===== src/rtl/mdio_poll_pkg.sv =====
package mdio_poll_pkg;
  localparam int PRE_LEN   = 32;
  localparam int HDR_LEN   = PRE_LEN + 14;
  localparam int TA_LEN    = 2;
  localparam int DATA_LEN  = 16;
  localparam int FRAME_LEN = HDR_LEN + TA_LEN + DATA_LEN;
  localparam int BIT_W     = $clog2(FRAME_LEN);
  localparam logic [1:0] ST_CODE = 2'b01;
  localparam logic [1:0] RD_CODE = 2'b10;

  typedef struct packed {
    logic link;
    logic fast;
    logic full;
  } port_mode_t;

  // code[1]: 1 = 10M, code[0]: 1 = half duplex
  function automatic port_mode_t forced_mode(logic lnk, logic [1:0] code);
    port_mode_t m;
    m.link = lnk;
    m.fast = ~code[1];
    m.full = ~code[0];
    return m;
  endfunction
endpackage


===== src/rtl/mdc_divider.sv =====
module mdc_divider #(
  parameter int HALF_DIV = 106
) (
  input  logic clk_i,
  input  logic rst_ni,
  input  logic run_i,
  output logic mdc_o,
  output logic rise_o,
  output logic fall_o
);
  localparam int CNT_W = $clog2(HALF_DIV + 1);
  localparam logic [CNT_W-1:0] CNT_LAST = CNT_W'(HALF_DIV - 1);

  logic [CNT_W-1:0] cnt_q;
  logic             mdc_q;
  logic             tick;

  assign tick   = run_i && (cnt_q == CNT_LAST);
  assign rise_o = tick & ~mdc_q;
  assign fall_o = tick & mdc_q;
  assign mdc_o  = mdc_q;

  always_ff @(posedge clk_i or negedge rst_ni) begin
    if (!rst_ni) begin
      cnt_q <= '0;
      mdc_q <= 1'b0;
    end else if (!run_i) begin
      cnt_q <= '0;
      mdc_q <= 1'b0;
    end else if (tick) begin
      cnt_q <= '0;
      mdc_q <= ~mdc_q;
    end else begin
      cnt_q <= cnt_q + 1'b1;
    end
  end
endmodule


===== src/rtl/mdio_frame_seq.sv =====
module mdio_frame_seq import mdio_poll_pkg::*; #(
  parameter int NPORTS = 8,
  localparam int PORT_W = $clog2(NPORTS)
) (
  input  logic                clk_i,
  input  logic                rst_ni,
  input  logic                run_i,
  input  logic                rise_i,
  input  logic                fall_i,
  input  logic                rev_i,
  input  logic [4:0]          reg_addr_i,
  input  logic                mdio_i,
  output logic                mdio_o,
  output logic                mdio_oe_o,
  output logic                done_o,
  output logic [PORT_W-1:0]   port_o,
  output logic [DATA_LEN-1:0] data_o
);
  localparam logic [BIT_W-1:0]  HDR_TOP    = BIT_W'(HDR_LEN - 1);
  localparam logic [BIT_W-1:0]  DATA_FIRST = BIT_W'(HDR_LEN + TA_LEN);
  localparam logic [BIT_W-1:0]  BIT_LAST   = BIT_W'(FRAME_LEN - 1);
  localparam logic [PORT_W-1:0] PORT_LAST  = PORT_W'(NPORTS - 1);

  logic [BIT_W-1:0]    bit_q;
  logic [PORT_W-1:0]   port_q;
  logic [DATA_LEN-1:0] shift_q;
  logic                active_q;
  logic [PORT_W-1:0]   phy_num;
  logic [HDR_LEN-1:0]  hdr;
  logic                drive;

  assign phy_num   = rev_i ? (PORT_LAST - port_q) : port_q;
  assign hdr       = {{PRE_LEN{1'b1}}, ST_CODE, RD_CODE, 5'(phy_num), reg_addr_i};
  assign drive     = (bit_q <= HDR_TOP);
  assign mdio_oe_o = active_q && drive;
  assign mdio_o    = drive ? hdr[HDR_TOP - bit_q] : 1'b0;
  assign done_o    = fall_i && (bit_q == BIT_LAST);
  assign port_o    = port_q;
  assign data_o    = shift_q;

  always_ff @(posedge clk_i or negedge rst_ni) begin
    if (!rst_ni) begin
      bit_q    <= '0;
      port_q   <= '0;
      shift_q  <= '0;
      active_q <= 1'b0;
    end else begin
      active_q <= run_i;
      if (!run_i) begin
        bit_q <= '0;  // aborted frame restarts on same port
      end else begin
        if (rise_i && (bit_q >= DATA_FIRST))
          shift_q <= {shift_q[DATA_LEN-2:0], mdio_i};
        if (fall_i) begin
          if (bit_q == BIT_LAST) begin
            bit_q  <= '0;
            port_q <= (port_q == PORT_LAST) ? '0 : port_q + 1'b1;
          end else begin
            bit_q <= bit_q + 1'b1;
          end
        end
      end
    end
  end

  a_r6_wrap: assert property (@(posedge clk_i) disable iff (!rst_ni)
    (done_o && port_q == PORT_LAST) |=> (port_q == '0));
endmodule


===== src/rtl/port_mode_table.sv =====
module port_mode_table import mdio_poll_pkg::*; #(
  parameter int NPORTS = 8,
  localparam int PORT_W = $clog2(NPORTS)
) (
  input  logic                clk_i,
  input  logic                rst_ni,
  input  logic                poll_en_i,
  input  logic                done_i,
  input  logic [PORT_W-1:0]   port_i,
  input  logic [DATA_LEN-1:0] data_i,
  input  logic [3:0]          link_bit_i,
  input  logic [3:0]          spd_bit_i,
  input  logic [3:0]          dpx_bit_i,
  input  logic [NPORTS-1:0]   force_link_i,
  input  logic [2*NPORTS-1:0] force_mode_i,
  output logic [NPORTS-1:0]   link_o,
  output logic [NPORTS-1:0]   fast_o,
  output logic [NPORTS-1:0]   full_o
);
  port_mode_t mode_q [NPORTS];
  port_mode_t polled;

  assign polled.link = data_i[link_bit_i];
  assign polled.fast = data_i[spd_bit_i];
  assign polled.full = data_i[dpx_bit_i];

  for (genvar p = 0; p < NPORTS; p++) begin : g_port
    always_ff @(posedge clk_i or negedge rst_ni) begin
      if (!rst_ni)
        mode_q[p] <= '0;
      else if (!poll_en_i)
        mode_q[p] <= forced_mode(force_link_i[p], force_mode_i[2*p +: 2]);
      else if (done_i && port_i == PORT_W'(p))
        mode_q[p] <= polled;
    end
    assign link_o[p] = mode_q[p].link;
    assign fast_o[p] = mode_q[p].fast;
    assign full_o[p] = mode_q[p].full;
  end

  a_r6_single_port: assert property (@(posedge clk_i) disable iff (!rst_ni)
    (poll_en_i && $past(poll_en_i)) |->
      ($countones((link_o ^ $past(link_o)) | (fast_o ^ $past(fast_o)) |
                  (full_o ^ $past(full_o))) <= 1));

  a_r8_forced_link: assert property (@(posedge clk_i) disable iff (!rst_ni)
    ($past(rst_ni) && !$past(poll_en_i)) |-> (link_o == $past(force_link_i)));
endmodule


===== src/rtl/mgmt_status_poller.sv =====
module mgmt_status_poller import mdio_poll_pkg::*; #(
  parameter int NPORTS   = 8,
  parameter int HALF_DIV = 106
) (
  input  logic                clk_i,
  input  logic                rst_ni,
  input  logic                poll_en_i,
  input  logic                rev_order_i,
  input  logic [4:0]          stat_reg_i,
  input  logic [3:0]          link_bit_i,
  input  logic [3:0]          spd_bit_i,
  input  logic [3:0]          dpx_bit_i,
  input  logic [NPORTS-1:0]   force_link_i,
  input  logic [2*NPORTS-1:0] force_mode_i,
  output logic                mdc_o,
  output logic                mdio_o,
  output logic                mdio_oe_o,
  input  logic                mdio_i,
  output logic [NPORTS-1:0]   link_o,
  output logic [NPORTS-1:0]   fast_o,
  output logic [NPORTS-1:0]   full_o
);
  localparam int PORT_W = $clog2(NPORTS);

  logic                mdc_rise, mdc_fall, frame_done;
  logic [PORT_W-1:0]   frame_port;
  logic [DATA_LEN-1:0] frame_data;

  mdc_divider #(.HALF_DIV(HALF_DIV)) u_div (
    .clk_i (clk_i),
    .rst_ni(rst_ni),
    .run_i (poll_en_i),
    .mdc_o (mdc_o),
    .rise_o(mdc_rise),
    .fall_o(mdc_fall)
  );

  mdio_frame_seq #(.NPORTS(NPORTS)) u_seq (
    .clk_i     (clk_i),
    .rst_ni    (rst_ni),
    .run_i     (poll_en_i),
    .rise_i    (mdc_rise),
    .fall_i    (mdc_fall),
    .rev_i     (rev_order_i),
    .reg_addr_i(stat_reg_i),
    .mdio_i    (mdio_i),
    .mdio_o    (mdio_o),
    .mdio_oe_o (mdio_oe_o),
    .done_o    (frame_done),
    .port_o    (frame_port),
    .data_o    (frame_data)
  );

  port_mode_table #(.NPORTS(NPORTS)) u_tbl (
    .clk_i       (clk_i),
    .rst_ni      (rst_ni),
    .poll_en_i   (poll_en_i),
    .done_i      (frame_done),
    .port_i      (frame_port),
    .data_i      (frame_data),
    .link_bit_i  (link_bit_i),
    .spd_bit_i   (spd_bit_i),
    .dpx_bit_i   (dpx_bit_i),
    .force_link_i(force_link_i),
    .force_mode_i(force_mode_i),
    .link_o      (link_o),
    .fast_o      (fast_o),
    .full_o      (full_o)
  );

  a_r2_idle_low: assert property (@(posedge clk_i) disable iff (!rst_ni)
    !poll_en_i |=> (!mdc_o && !mdio_oe_o));

  a_r3_drive_low: assert property (@(posedge clk_i) disable iff (!rst_ni)
    (mdio_oe_o && $past(mdio_oe_o) && (mdio_o != $past(mdio_o))) |-> !mdc_o);

  a_r4_release_low: assert property (@(posedge clk_i) disable iff (!rst_ni)
    $fell(mdio_oe_o) |-> !mdc_o);
endmodule


===== config.mk =====
export PLATFORM = sky130hd
export DESIGN_NAME = mgmt_status_poller
export DESIGN_NICKNAME = d
export VERILOG_FILES = /design/src/rtl/mdio_poll_pkg.sv /design/src/rtl/mdc_divider.sv /design/src/rtl/mdio_frame_seq.sv /design/src/rtl/port_mode_table.sv /design/src/rtl/mgmt_status_poller.sv
export SDC_FILE = /design/constraint.sdc
export NUM_CORES = 1
export LEC_CHECK = 0
export BUFFER_PORTS_ARGS = -buffer_cell sky130_fd_sc_hd__buf_4
export CELL_PAD_IN_SITES_DETAIL_PLACEMENT = 1
export CELL_PAD_IN_SITES_GLOBAL_PLACEMENT = 1
export CORE_MARGIN = 4
export CORE_UTILIZATION = 30
export DETAILED_ROUTE_END_ITERATION = 8
export PLACE_DENSITY_LB_ADDON = 0.1
export RECOVER_POWER = 50
export SYNTH_ARGS = -nofsm -noshare
export SYNTH_HDL_FRONTEND = slang
export SYNTH_HIERARCHICAL = 1
export SYNTH_SLANG_ARGS = --single-unit

===== constraint.sdc =====
create_clock -name clk_i -period 4.5 [get_ports clk_i]
set_clock_uncertainty 0.1 [all_clocks]
set_input_delay 0.9 -clock clk_i [delete_from_list [all_inputs] [get_ports clk_i]]
set_output_delay 0.9 -clock clk_i [all_outputs]
set_load 0.01 [all_outputs]

==> impl_metrics.json <==
{
  "synth_ff_type": "dfrtp_1",
  "clk_pin_slew_ns": 0.06,
  "critPathRequiredTime_ns": 4.61,
  "syn_area_um2": 3480,
  "die_x_um": 116,
  "drt-total-wl_um": 9410,
  "ant_nets": 0,
  "ioPinCount": 73,
  "setup_violations": 0,
  "path_buf_inv": 2,
  "syn_to_final_growth_pct": 26.2,
  "cp_data_arrival_time_ns": 3.56,
  "dp_hpwl_um": 6790,
  "cp-endpoint": "u_seq/data_o[4]",
  "max_freq_mhz": 289,
  "ys_seq_area_share_pct": 41.7,
  "placed_cells": 522,
  "post-route-min-period_ns": 3.46,
  "worstPathMaxFanout": 84,
  "synth_seq_cells": 58,
  "relSlewSlack_pct": -3.63,
  "r2r-start": "u_div/cnt_q[1]",
  "ctsResizeCount": 0,
  "peakVddDrop_v": 0.000172,
  "nets": 445,
  "holdWs_ns": 0.410,
  "cts_tree": "yes",
  "grt_start_max_net_pins": 85,
  "crit_path_max_incr_delay_ns": 1.09,
  "crit_family": "buffers and inverters",
  "via_per_inst": 5.04,
  "post_cts_buffers": 0,
  "port_buffers": 72,
  "clock_latency_ns": 0.32,
  "synthCells": 320,
  "dp_slack_ns": 1.27,
  "crit_chain": "buf_4 > clkbuf_2 > nor4b_2 > nand4_2 > mux2_2",
  "path_class": "in -> reg",
  "netlist-cell-type-count": 49,
  "finalWorstSetupSlack_ns": 1.04,
  "violations": "max-capacitance violations, max-slew violations",
  "r2r-end": "u_tbl/link_o[4]",
  "hold_viol_final": 0,
  "fin_crit_sh_pct": 76.9,
  "diodes": 0,
  "dr.pass1.iters": 4,
  "cp_num_cells": 5,
  "r2r_setup_slack_ns": 1.57,
  "grt_pass1_vias": 2877,
  "fin_util_pct": 38.6,
  "grt.total_usage_pct": 14.6,
  "grt_pass1_wl_um": 15500,
  "rsz0062_at_grt": "false",
  "via_count": 2714,
  "syn-num-nets": 375,
  "worstHoldPathType": "reg -> reg",
  "end_kind": "flop",
  "tightest_slew_ns": 1.55,
  "fp.dieH_um": 116,
  "rr_worst_depth": 11,
  "post_cts_hold_buffer_count": 0,
  "p_per_area_nw_per_um2": 318,
  "initial_utilization_pct": 30.6,
  "drc": 0,
  "critical_path.startpoint": "poll_en_i",
  "rows": 39,
  "cts_buffer_depth": 2,
  "post_dp_cell_area_um2": 4140,
  "fin_area_um2": 4390,
  "cts_root_buffer": "clkbuf_16",
  "tns_ns": 0,
  "status": "complete, but fails checks",
  "cp_slowest_cell": "clkbuf_2",
  "synth_edf_count": 0,
  "p_total_mw": 1.39,
  "die_area_um2": 13400,
  "ys_warn_count": 6,
  "clock_sinks": 58,
  "start_kind": "primary input",
  "wl_per_cell_um": 17.5,
  "async_reset_ff_share_pct": 100,
  "grt_overflow": 0,
  "total_leakage_power_nw": 2.02,
  "final_cells": 538,
  "htree_levels": 3,
  "finalMaxSlewViolations": 85,
  "drt_iter0_markers": 98,
  "cts_buffers": 9,
  "drive_above_1_share_pct": 27.3,
  "antenna_found_initial": 0,
  "syn_avg_cell_area_um2": 10.9,
  "max_cap_violations": 1,
  "gp_congestion": 0.733,
  "fill_cells": 1276,
  "core-area_um2": 11400
}
[routing by layer]
| metal | track usage (%) | part of all wire (%) | vias up |
|---|---|---|---|
| li1 | - | - | 1318 |
| met1 | 21.2 | 48 | 1315 |
| met2 | 21.8 | 44 | 70 |
| met3 | 3.50 | 6.1 | 11 |
| met4 | 4.10 | 1.1 | 0 |
| met5 | 0 | 0 | - |
[registers in the layout (all words and copies together) (netlist names)]
| signal | cells |
|---|---|
| u_div/mdc_o | 1 |
| u_seq/data_o | 16 |
| u_div/cnt_q | 7 |
| u_tbl/link_o | 8 |
| u_seq/port_o | 3 |
| u_seq/active_q | 1 |
| u_tbl/fast_o | 8 |
| u_tbl/full_o | 8 |
| u_seq/bit_q | 6 |
[logic make-up after synthesis]
group / Yosys count / share of synthesized area (%)
compound gates: 71 / 13.9
simple gates: 87 / 14.3
fa+ha+maj: 9 / 3.24
flops: 58 / 41.7
buf+inv: 44 / 5.25
xor+xnor: 8 / 2.01
mux: 43 / 19.6
[cells in the mapped netlist, types with 7 or more instances]
library cell,instances,area (µm²)
mux2i_1,8,80.1
mux4_1,13,342
dfrtp_1,58,1450
inv_1,29,109
o211ai_1,7,52.6
nor2_1,15,56.3
o221ai_1,8,70.1
mux2_2,19,214
a31oi_1,19,119
o22ai_1,16,100
nand2b_1,20,125
ha_1,9,113
nand2_1,22,82.6
clkbuf_1,7,26.3
a21oi_1,7,35.0
[power by group]
| part | switching, mW | internal (mW) | total [mW] |
|---|---|---|---|
| combinational | 0.0704 | 0.0719 | 0.142 |
| clock | 0.262 | 0.433 | 0.695 |
| sequential | 0.0134 | 0.544 | 0.557 |
[final cells by class]
| class | count | area, µm² | share of cell area [%] |
|---|---|---|---|
| timing repair buffer | 73 | 500 | 11.4 |
| clock buffer | 9 | 225 | 5.13 |
| sequential | 58 | 1450 | 33.1 |
| multi-input combinational | 218 | 1840 | 42.0 |
| clock inverter | 7 | 77.6 | 1.77 |
| tap | 143 | 179 | 4.08 |
| inverter | 30 | 113 | 2.56 |
[placed cells by master, fill, tap and decap left out, drive strengths merged, types with 2 or more instances in the layout]
| cell | synthesis | final |
|---|---|---|
| o211ai | 7 | 7 |
| nand3 | 3 | 3 |
| xnor2 | 6 | 6 |
| ha | 9 | 9 |
| nand3b | 3 | 3 |
| xor2 | 2 | 2 |
| inv | 30 | 32 |
| o221ai | 8 | 8 |
| clkinv | 0 | 3 |
| o21ai | 5 | 5 |
| and2 | 3 | 3 |
| mux2i | 8 | 8 |
| buf | 7 | 60 |
| or3 | 2 | 2 |
| nor3 | 3 | 3 |
| nand2b | 20 | 20 |
| dfrtp | 58 | 58 |
| a31oi | 19 | 19 |
| mux2 | 22 | 22 |
| clkbuf | 7 | 22 |
| a21oi | 8 | 8 |
| nand2 | 22 | 22 |
| nor2b | 5 | 5 |
| nor2 | 15 | 15 |
| and3 | 4 | 4 |
| o22ai | 16 | 16 |
| nand4 | 2 | 2 |
| mux4 | 13 | 13 |
[worst min path at each step]
stage / slack (ns) / endpoint / startpoint / cells past startpoint
2_1_floorplan: 0.36 / u_div/cnt_q[0] / u_div/cnt_q[0] / 1
3_3_place_gp: 0.39 / u_div/cnt_q[0] / u_div/cnt_q[0] / 1
3_5_place_dp: 0.40 / u_div/cnt_q[0] / u_div/cnt_q[0] / 1
4_1_cts: 0.41 / u_div/cnt_q[0] / u_div/cnt_q[0] / 1
5_1_grt: 0.43 / u_div/cnt_q[0] / u_div/cnt_q[0] / 1
6_report: 0.41 / u_div/cnt_q[0] / u_div/cnt_q[0] / 1
No activity file was read; power rests on OpenSTA's default activity.
